<file path="src/rtl/lcd_host_pkg.sv">
package lcd_host_pkg;
  typedef enum logic [1:0] {PH_IDLE, PH_SETUP, PH_HIGH, PH_HOLD} bus_ph_e;

  typedef enum logic [2:0] {
    ST_IDLE, ST_POLL_GO, ST_POLL_WAIT, ST_XFER_GO, ST_XFER_WAIT, ST_DLY
  } drv_st_e;

  // clear (0x01) and return home (0x02/0x03) need the long settle time
  function automatic logic is_long_cmd(logic rs, logic rw, logic [7:0] code);
    return !rs && !rw && (code[7:2] == 6'd0) && (code[1:0] != 2'd0);
  endfunction
endpackage

</file>
<file path="src/rtl/lcd_bus_cycle.sv">
module lcd_bus_cycle
  import lcd_host_pkg::*;
#(
  parameter int CW = 4
) (
  input  logic          clk_i,
  input  logic          rst_ni,
  input  logic          start_i,
  input  logic          rs_i,
  input  logic          rw_i,
  input  logic [7:0]    wdata_i,
  input  logic [CW-1:0] t_setup_i,
  input  logic [CW-1:0] t_high_i,
  input  logic [CW-1:0] t_hold_i,
  input  logic [7:0]    db_i,
  output logic          done_o,
  output logic [7:0]    rdata_o,
  output logic          rs_o,
  output logic          rw_o,
  output logic          en_o,
  output logic [7:0]    db_o,
  output logic          oe_o
);
  bus_ph_e       ph_q;
  logic [CW-1:0] cnt_q;
  logic          rs_q, rw_q;
  logic [7:0]    wd_q, rd_q;
  logic          cnt_zero;

  assign cnt_zero = (cnt_q == '0);

  always_ff @(posedge clk_i or negedge rst_ni) begin
    if (!rst_ni) begin
      ph_q  <= PH_IDLE;
      cnt_q <= '0;
      rs_q  <= 1'b0;
      rw_q  <= 1'b1;
      wd_q  <= 8'h00;
      rd_q  <= 8'h00;
    end else begin
      unique case (ph_q)
        PH_IDLE: if (start_i) begin
          ph_q  <= PH_SETUP;
          cnt_q <= t_setup_i;
          rs_q  <= rs_i;
          rw_q  <= rw_i;
          wd_q  <= rw_i ? 8'h00 : wdata_i;
        end
        PH_SETUP: if (!cnt_zero) cnt_q <= cnt_q - CW'(1);
                  else begin ph_q <= PH_HIGH; cnt_q <= t_high_i; end
        PH_HIGH:  if (!cnt_zero) cnt_q <= cnt_q - CW'(1);
                  else begin ph_q <= PH_HOLD; cnt_q <= t_hold_i; rd_q <= db_i; end
        PH_HOLD:  if (!cnt_zero) cnt_q <= cnt_q - CW'(1);
                  else ph_q <= PH_IDLE;
        default:  ph_q <= PH_IDLE;
      endcase
    end
  end

  assign done_o  = (ph_q == PH_HOLD) && cnt_zero;
  assign rdata_o = rd_q;
  assign rs_o    = rs_q;
  assign rw_o    = rw_q;
  assign en_o    = (ph_q == PH_HIGH);
  assign db_o    = wd_q;
  assign oe_o    = (ph_q != PH_IDLE) && !rw_q;

  AST_START_WHEN_IDLE: assert property (@(posedge clk_i) disable iff (!rst_ni)
    start_i |-> (ph_q == PH_IDLE));
  AST_BUS_STABLE_HIGH: assert property (@(posedge clk_i) disable iff (!rst_ni)
    (en_o && $past(en_o)) |-> ($stable(db_o) && $stable(rs_o) && $stable(rw_o) && $stable(oe_o)));
endmodule

</file>
<file path="src/rtl/lcd_dly_timer.sv">
module lcd_dly_timer #(
  parameter int DW = 8
) (
  input  logic          clk_i,
  input  logic          rst_ni,
  input  logic          load_i,
  input  logic [DW-1:0] val_i,
  output logic          expired_o
);
  logic [DW-1:0] cnt_q;

  always_ff @(posedge clk_i or negedge rst_ni) begin
    if (!rst_ni)              cnt_q <= '0;
    else if (load_i)          cnt_q <= val_i;
    else if (cnt_q != '0)     cnt_q <= cnt_q - DW'(1);
  end

  assign expired_o = (cnt_q == '0);
endmodule

</file>
<file path="src/rtl/lcd_host_drv.sv">
module lcd_host_drv
  import lcd_host_pkg::*;
#(
  parameter int CW        = 4,
  parameter int LONG_DLY  = 76000,
  parameter int SHORT_DLY = 1850,
  parameter int POLL_MAX  = 1000
) (
  input  logic          clk_i,
  input  logic          rst_ni,
  input  logic          req_valid_i,
  output logic          req_ready_o,
  input  logic          req_rs_i,
  input  logic          req_rw_i,
  input  logic [7:0]    req_data_i,
  input  logic          poll_en_i,
  input  logic [CW-1:0] t_setup_i,
  input  logic [CW-1:0] t_high_i,
  input  logic [CW-1:0] t_hold_i,
  output logic          rsp_valid_o,
  output logic [7:0]    rsp_data_o,
  output logic          rsp_timeout_o,
  output logic [7:0]    status_o,
  output logic          lcd_rs_o,
  output logic          lcd_rw_o,
  output logic          lcd_en_o,
  output logic [7:0]    lcd_db_o,
  output logic          lcd_db_oe_o,
  input  logic [7:0]    lcd_db_i
);
  localparam int DW  = $clog2(LONG_DLY + 1);
  localparam int PCW = $clog2(POLL_MAX + 1);

  drv_st_e        state_q;
  logic           rs_q, rw_q, poll_q;
  logic [7:0]     data_q, status_q;
  logic [PCW-1:0] poll_cnt_q;

  logic       eng_start, eng_rs, eng_rw, eng_done;
  logic [7:0] eng_rdata;
  logic       status_req, poll_done, poll_last, timeout_hit, xfer_done;
  logic       dly_load, dly_expired;
  logic [DW-1:0] dly_val;

  assign status_req  = !rs_q && rw_q;
  assign eng_start   = (state_q == ST_POLL_GO) || (state_q == ST_XFER_GO);
  assign eng_rs      = (state_q == ST_POLL_GO) ? 1'b0 : rs_q;
  assign eng_rw      = (state_q == ST_POLL_GO) ? 1'b1 : rw_q;
  assign poll_done   = (state_q == ST_POLL_WAIT) && eng_done;
  assign poll_last   = (poll_cnt_q == PCW'(POLL_MAX - 1));
  assign timeout_hit = poll_done && eng_rdata[7] && poll_last;
  assign xfer_done   = (state_q == ST_XFER_WAIT) && eng_done;
  assign dly_load    = xfer_done && !poll_q;

  always_comb begin
    if (is_long_cmd(rs_q, rw_q, data_q)) dly_val = DW'(LONG_DLY);
    else if (status_req)                 dly_val = '0;
    else                                 dly_val = DW'(SHORT_DLY);
  end

  always_ff @(posedge clk_i or negedge rst_ni) begin
    if (!rst_ni) begin
      state_q    <= ST_IDLE;
      rs_q       <= 1'b0;
      rw_q       <= 1'b0;
      poll_q     <= 1'b0;
      data_q     <= 8'h00;
      status_q   <= 8'h00;
      poll_cnt_q <= '0;
    end else begin
      unique case (state_q)
        ST_IDLE: if (req_valid_i) begin
          rs_q       <= req_rs_i;
          rw_q       <= req_rw_i;
          data_q     <= req_data_i;
          poll_q     <= poll_en_i;
          poll_cnt_q <= '0;
          state_q    <= (poll_en_i && !(!req_rs_i && req_rw_i)) ? ST_POLL_GO : ST_XFER_GO;
        end
        ST_POLL_GO: state_q <= ST_POLL_WAIT;
        ST_POLL_WAIT: if (eng_done) begin
          status_q <= eng_rdata;
          if (!eng_rdata[7])  state_q <= ST_XFER_GO;
          else if (poll_last) state_q <= ST_IDLE;
          else begin
            poll_cnt_q <= poll_cnt_q + PCW'(1);
            state_q    <= ST_POLL_GO;
          end
        end
        ST_XFER_GO: state_q <= ST_XFER_WAIT;
        ST_XFER_WAIT: if (eng_done) begin
          if (status_req) status_q <= eng_rdata;
          state_q <= poll_q ? ST_IDLE : ST_DLY;
        end
        ST_DLY: if (dly_expired) state_q <= ST_IDLE;
        default: state_q <= ST_IDLE;
      endcase
    end
  end

  lcd_bus_cycle #(.CW(CW)) u_bus (
    .clk_i     (clk_i),
    .rst_ni    (rst_ni),
    .start_i   (eng_start),
    .rs_i      (eng_rs),
    .rw_i      (eng_rw),
    .wdata_i   (data_q),
    .t_setup_i (t_setup_i),
    .t_high_i  (t_high_i),
    .t_hold_i  (t_hold_i),
    .db_i      (lcd_db_i),
    .done_o    (eng_done),
    .rdata_o   (eng_rdata),
    .rs_o      (lcd_rs_o),
    .rw_o      (lcd_rw_o),
    .en_o      (lcd_en_o),
    .db_o      (lcd_db_o),
    .oe_o      (lcd_db_oe_o)
  );

  lcd_dly_timer #(.DW(DW)) u_dly (
    .clk_i     (clk_i),
    .rst_ni    (rst_ni),
    .load_i    (dly_load),
    .val_i     (dly_val),
    .expired_o (dly_expired)
  );

  assign req_ready_o   = (state_q == ST_IDLE);
  assign rsp_valid_o   = xfer_done || timeout_hit;
  assign rsp_timeout_o = timeout_hit;
  assign rsp_data_o    = (xfer_done && rw_q) ? eng_rdata : 8'h00;
  assign status_o      = status_q;

  AST_WRITE_AFTER_FREE: assert property (@(posedge clk_i) disable iff (!rst_ni)
    (state_q == ST_XFER_GO && poll_q && !status_req) |-> !status_q[7]);
  AST_POLL_BOUND: assert property (@(posedge clk_i) disable iff (!rst_ni)
    poll_cnt_q < PCW'(POLL_MAX));
  AST_DLY_EXIT: assert property (@(posedge clk_i) disable iff (!rst_ni)
    (state_q == ST_IDLE && $past(state_q) == ST_DLY) |-> $past(dly_expired));
  AST_RSP_NOT_READY: assert property (@(posedge clk_i) disable iff (!rst_ni)
    rsp_valid_o |-> !req_ready_o);
endmodule

</file>
<file path="config.mk">
export PLATFORM = sky130hd
export DESIGN_NAME = lcd_host_drv
export DESIGN_NICKNAME = d
export VERILOG_FILES = /design/src/rtl/lcd_host_pkg.sv /design/src/rtl/lcd_bus_cycle.sv /design/src/rtl/lcd_dly_timer.sv /design/src/rtl/lcd_host_drv.sv
export SDC_FILE = /design/constraint.sdc
export NUM_CORES = 1
export LEC_CHECK = 0
export BUFFER_PORTS_ARGS = -buffer_cell sky130_fd_sc_hd__buf_4
export CAP_MARGIN = 20
export CORE_AREA = 4 4 92 94
export DETAILED_ROUTE_END_ITERATION = 6
export DIE_AREA = 0 0 96 98
export PLACE_DENSITY = 0.78
export SLEW_MARGIN = 20
export SYNTH_ARGS = -nofsm -noshare
export SYNTH_HDL_FRONTEND = slang
export SYNTH_SLANG_ARGS = --single-unit
export TNS_END_PERCENT = 10
</file>
<file path="constraint.sdc">
create_clock -name clk_i -period 4.8 [get_ports clk_i]
set_input_delay 0.48 -clock clk_i [delete_from_list [all_inputs] [get_ports clk_i]]
set_output_delay 0.48 -clock clk_i [all_outputs]
set_load 0.02 [all_outputs]
</file>
======== Yosys cells after proc, flatten, opt, wreduce, memory -nomap -nowiden ========
Cells that the tools add are included.
storage, ports and cells
  ROM bits ................................ 0
  input port bits ......................... 34
  RAM bits ................................ 0
  latch bits .............................. 0
  memories ................................ 0
  bits in registers ....................... 73
  output and inout port bits .............. 31
operators by class
  $add $sub $neg .......................... 3
  reduce and logical (&&, ||, !) cells .... 41
  mux-type cells .......................... 36
  shifts and indexed selects .............. 0
  bitwise gates (word level) .............. 0
  $lt $le $gt $ge ......................... 0
  eq/ne operators ......................... 21
  multiply operators ...................... 0
  div/mod/pow operators ................... 0
operator list
  operator                 count
  $mux W17                 3
  $mux W10                 4
  $mux W8                  5
  $pmux W10 S2             1
  $pmux W3 S6              1
  $logic_not A17 Y1        1
  $reduce_bool A17 Y1      1
  $sub A17 B1 Y17 const B  1
  $mux W4                  4
  $ne A2 B2 Y1 const B     8
  $pmux W4 S4              1
  $pmux W8 S2              1
  $mux W3                  5
  $logic_and A1 B1 Y1      14
  $mux W2                  6
  $reduce_and A4 Y1        3
  $mux W11                 1
  $add A10 B1 Y10 const B  1
  $eq A10 B10 Y1 const B   1
  $reduce_bool A2 Y1       5
  $ne A2 B1 Y1 const B     4
  $pmux W2 S4              1
  $reduce_and A2 Y1        4
  $eq A3 B2 Y1 const B     2
  13 further kinds         23

======== Depth between registers and ports, before layout ========
  depth in word-level cells ............... 7
  depth in mapped cells ................... 8
  gate-level depth less buffers ........... 7

======== By module ========
Synthesis repeated with hierarchy kept, for this count alone.
unflattened totals
  cell total of the unflattened synthesis .. 384
  area, all modules ....................... 3,976.3 µm²
by module, submodules not included
  module         area an instance (µm²)  sequential area each (µm²)  cells an instance  times used
  lcd_host_drv   1,697.9                 800.8                       161                1
  lcd_bus_cycle  1,244.9                 601.8                       114                1
  lcd_dly_timer  1,033.5                 425.4                       109                1

======== Worst setup path before layout ========
Ideal clock, no wire load.
  path type ............................... reg-to-output
  from .................................... register u_bus.cnt_q[0]
  to ...................................... output rsp_timeout_o
  arrival time ............................ 1.560 ns
  setup slack ............................. 2.760 ns
  cell stages (with the launch flop) ...... 6
  path buffers ............................ 0
  cells stage by stage .................... dfrtp_1 -> inv_1 -> ha_1 -> nor3b_1 -> nand3_1 -> nor3_1
on the way
  word-level cells in the longest chain between the ends .. 5
ends and longest elaborated chain
  item                               line                 source
  start, declared                    lcd_bus_cycle.sv:25  logic [CW-1:0] cnt_q;
  start signal, assigned             lcd_bus_cycle.sv:44  cnt_q <= t_setup_i;
  start signal, assigned             lcd_bus_cycle.sv:49  PH_SETUP: if (!cnt_zero) cnt_q <= cnt_q - CW'(1);
  start signal, assigned             lcd_bus_cycle.sv:51  PH_HIGH: if (!cnt_zero) cnt_q <= cnt_q - CW'(1);
  $logic_not A4 Y1                   lcd_bus_cycle.sv:30  assign cnt_zero = (cnt_q == '0);
  $logic_and A1 B1 Y1                lcd_bus_cycle.sv:60  assign done_o = (ph_q == PH_HOLD) && cnt_zero;
  $logic_and A1 B1 Y1                lcd_host_drv.sv:49   assign poll_done = (state_q == ST_POLL_WAIT) && eng_done;
  $logic_and A1 B1 Y1 (2 in series)  lcd_host_drv.sv:51   assign timeout_hit = poll_done && eng_rdata[7] && poll_last;
  end, declared                      lcd_host_drv.sv:22   output logic rsp_timeout_o,
Every way passes these cells.

======== Final worst setup path ========
  from .................................... register u_bus.cnt_q[0]
  to ...................................... output rsp_data_o[3]
on the way
  word-level cells in the longest chain between the ends .. 5
ends and longest elaborated chain
  item                 line                 source
  $logic_not A4 Y1     lcd_bus_cycle.sv:30
  $logic_and A1 B1 Y1  lcd_bus_cycle.sv:60
  $logic_and A1 B1 Y1  lcd_host_drv.sv:52   assign xfer_done = (state_q == ST_XFER_WAIT) && eng_done;
  $logic_and A1 B1 Y1  lcd_host_drv.sv:132  assign rsp_data_o = (xfer_done && rw_q) ? eng_rdata : 8'h00;
  $mux W8              lcd_host_drv.sv:132
  end, declared        lcd_host_drv.sv:21   output logic [7:0] rsp_data_o,
Every way passes these cells.

==> out/qor.yml <==
floorplanning:
  num_rows: 32
  start_util_pct: 49.4
  die_x_um: 96
  io_pins: 65
  dieArea_mm2: 0.00941
  coreArea_mm2: 0.00765
  die_y_um: 98
clocking:
  insertion_delay_ns: 0.36
  clk_pin_slew_worst_paths_ns: 0.09
  numCtsBuffers: 9
  cts_max_level: 3
  cts_hold_buf: 0
  root_buffer: "clkbuf_8"
  cts_tree: "done"
  cts.path.max_buffers: 2
  post_cts_resized: 0
  postCtsSetupBuffers: 0
  cts_sinks: 73
setup_path:
  arrival_ns: 2.10
  timing.critical_path.to_type: "output port"
  path_max_fanout: 8
  crit_path_start_kind: "flop"
  cp.required_ns: 4.32
  worst-setup-path-type: "flop to output port"
placed_design:
  dp_hpwl_um: 6020
  gp_congestion: 0.859
  port_buffers: 64
  postPlaceCellArea_mm2: 0.00432
yosys:
  synthSimpleGateAreaFrac_pct: 21.3
  yosys.area.top_type_share_pct: 47.7
  yosysMostFrequentCell: "dfrtp_1"
  synth-compound-area-share_pct: 13.9
  muxShareOfSynthArea_pct: 8.35
  synth_warnings: 0
  syn_area_per_cell_um2: 10.3
  ys_types: 54
  synth_fa_ha_area_share_pct: 2.65
  yosys-top-cells-area: "dfrtp_1 48%, mux2_2 8.3%, o21ai_0 3.8%"
  ys_ff_latch: 73
  mappedNetlistNets: 409
  synth_edf_count: 0
  netlist_area_mm2: 0.00378
  yosysSeqAreaShare_pct: 48.4
  ys.flop_type: "dfrtp_1"
  synthCells: 367
  synthTopCellsByCount: "72 x dfrtp_1, 37 x nand2_1, 31 x nor2_1, 29 x o21ai_0, 28 x mux2_2"
  async_flop_share_pct: 100
  synth_xor_area_share_pct: 2.78
  synth_top_family_by_area: "simple AND/OR/NAND/NOR gates"
  synth_top_cell_by_area: "dfrtp_1"
finish:
  syn_to_final_growth_pct: 19.3
  fin_area_mm2: 0.00451
  fill_cells: 640
  final_nets: 470
  n_antenna_cell: 0
  drive_gt1_share_pct: 27.7
timing:
  drv_slew: 0
  hold_violations: 0
  finClkSkew_ns: 0.0107
  finalCritPeriodShare_pct: 53.8
  max_freq_ghz: 0.387
  final.setup.tns_ns: 0
  grt_setup_unrepaired: "no"
  finalSetupViolations: 0
  worst_pin_slew_ns: 0.907
  period_minus_slack_ns: 2.58
  slew_headroom_pct: 39.5
power:
  leakage_nw: 2.01
  p_total_w: 0.00278
  powerDensity_mw_per_mm2: 617
  ir_worst_vdd_mv: 0.347
drt:
  drt_iter0_markers: 213
  detail-route-antenna-nets: 0
  vias_per_cell: 5.66
  routed_wl_um: 8290
  wl_per_cell_um: 15.5
  vias: 3030
  firstDrtPassIters: 5
  drc: 0
global_routing:
  antenna_found_initial: 0
  grt_overflow: 0
  grt_usage_pct: 18.4
  grt_max_degree: 74
  grt_pass1_wl_um: 13700
  grt_pass1_vias: 2967
min_path:
  hold_path.class: "primary input to asynchronous set/reset pin"
run:
  drv_cap: 0
outcome:
  status: "complete, no violations"
[state kept, by name, indices dropped and copies added (netlist names), 2 cells and up]
name	cells
u_bus.db_o	8
status_o	8
data_q	8
u_bus.rdata_o	8
state_q	3
u_dly.cnt_q	17
u_bus.ph_q	2
poll_cnt_q	10
u_bus.cnt_q	4
[layout make-up]
type,count,area (um2),area share [%]
clock buffer,9,124,2.75
inverter,9,33.8,0.749
sequential,73,1830,40.5
tap,102,128,2.83
timing repair buffer,64,480,10.7
clock inverter,7,63.8,1.42
multi-input combinational,271,1850,41.0
[worst paths after layout]
| path | start | end | slack [ns] | depth (start not counted) |
|---|---|---|---|---|
| max | u_bus.cnt_q[0] | rsp_data_o[3] | 2.22 | 7 |
| min | rst_ni | u_dly.cnt_q[14] | 0.25 | 1 |
| max reg2reg | u_bus.cnt_q[0] | u_dly.cnt_q[13] | 2.50 | 7 |
| min reg2reg | poll_cnt_q[9] | poll_cnt_q[9] | 0.48 | 1 |
| max in group asynchronous | rst_ni | u_bus.db_o[5] | 3.96 | 1 |
| min in group clk_i | req_data_i[2] | data_q[2] | 0.35 | 2 |
[metal layers]
layer / vias up / wire length [um] / track usage [%]
met5: - / 0 / 0
met3: 16 / 639 / 5.62
met4: 0 / 143 / 8.10
li1: 1445 / - / -
met1: 1461 / 3560 / 23.9
met2: 108 / 3940 / 28.3
[logic make-up (layout without fill, tap and decap cells)]
logic type,count (synthesis),count (layout)
AO/OA/AOI/OAI,83,83
XOR/XNOR,12,12
adder cells (fa/ha/maj),8,8
buffers and inverters,23,89
flip-flops,73,73
multiplexers,28,28
AND/OR/NAND/NOR,140,140
[metrics by stage]
stage	util (%)	setup WS (ns)	std cells	hold WS [ns]
after floorplan	-	2.76	367	0.184
after global placement	56.5	2.65	519	0.466
after detailed placement	56.5	2.53	519	0.469
after global routing	58.9	2.05	535	0.318
after CTS	58.9	2.20	535	0.277
final	58.9	2.22	535	0.247
[critical path, cell delays in order (launching register included)]
cell       delay (ns)
dfrtp_1          0.43
inv_1            0.10
ha_1             0.22
nand4bb_4        0.16
nor2_1           0.20
and3_1           0.34
and2_1           0.17
buf_4            0.14
[cells in the final DEF (no fill, tap or decap), drive strengths merged, types with 3 or more instances in the layout]
cell    instances
nand4           3
xor2            4
ha              8
o31ai           8
a31oi           3
nand2          37
mux2           28
o221ai          4
nor2           32
xnor2           8
or4             4
clkinv          3
a22oi           4
nor2b           5
inv            11
clkbuf          9
and3            5
o21a            3
buf            64
nor3           12
nand2b          6
o21ai          30
a21oi          19
nor4            6
nand3           5
dfrtp          72
and2           12
[report_power, final]
group	switching (W)	internal, W
clock network	0.000260	0.000197
registers	0.000276	0.000881
logic	0.000618	0.000552
total	0.00115	0.00163
(Power assumes the default switching activity.)
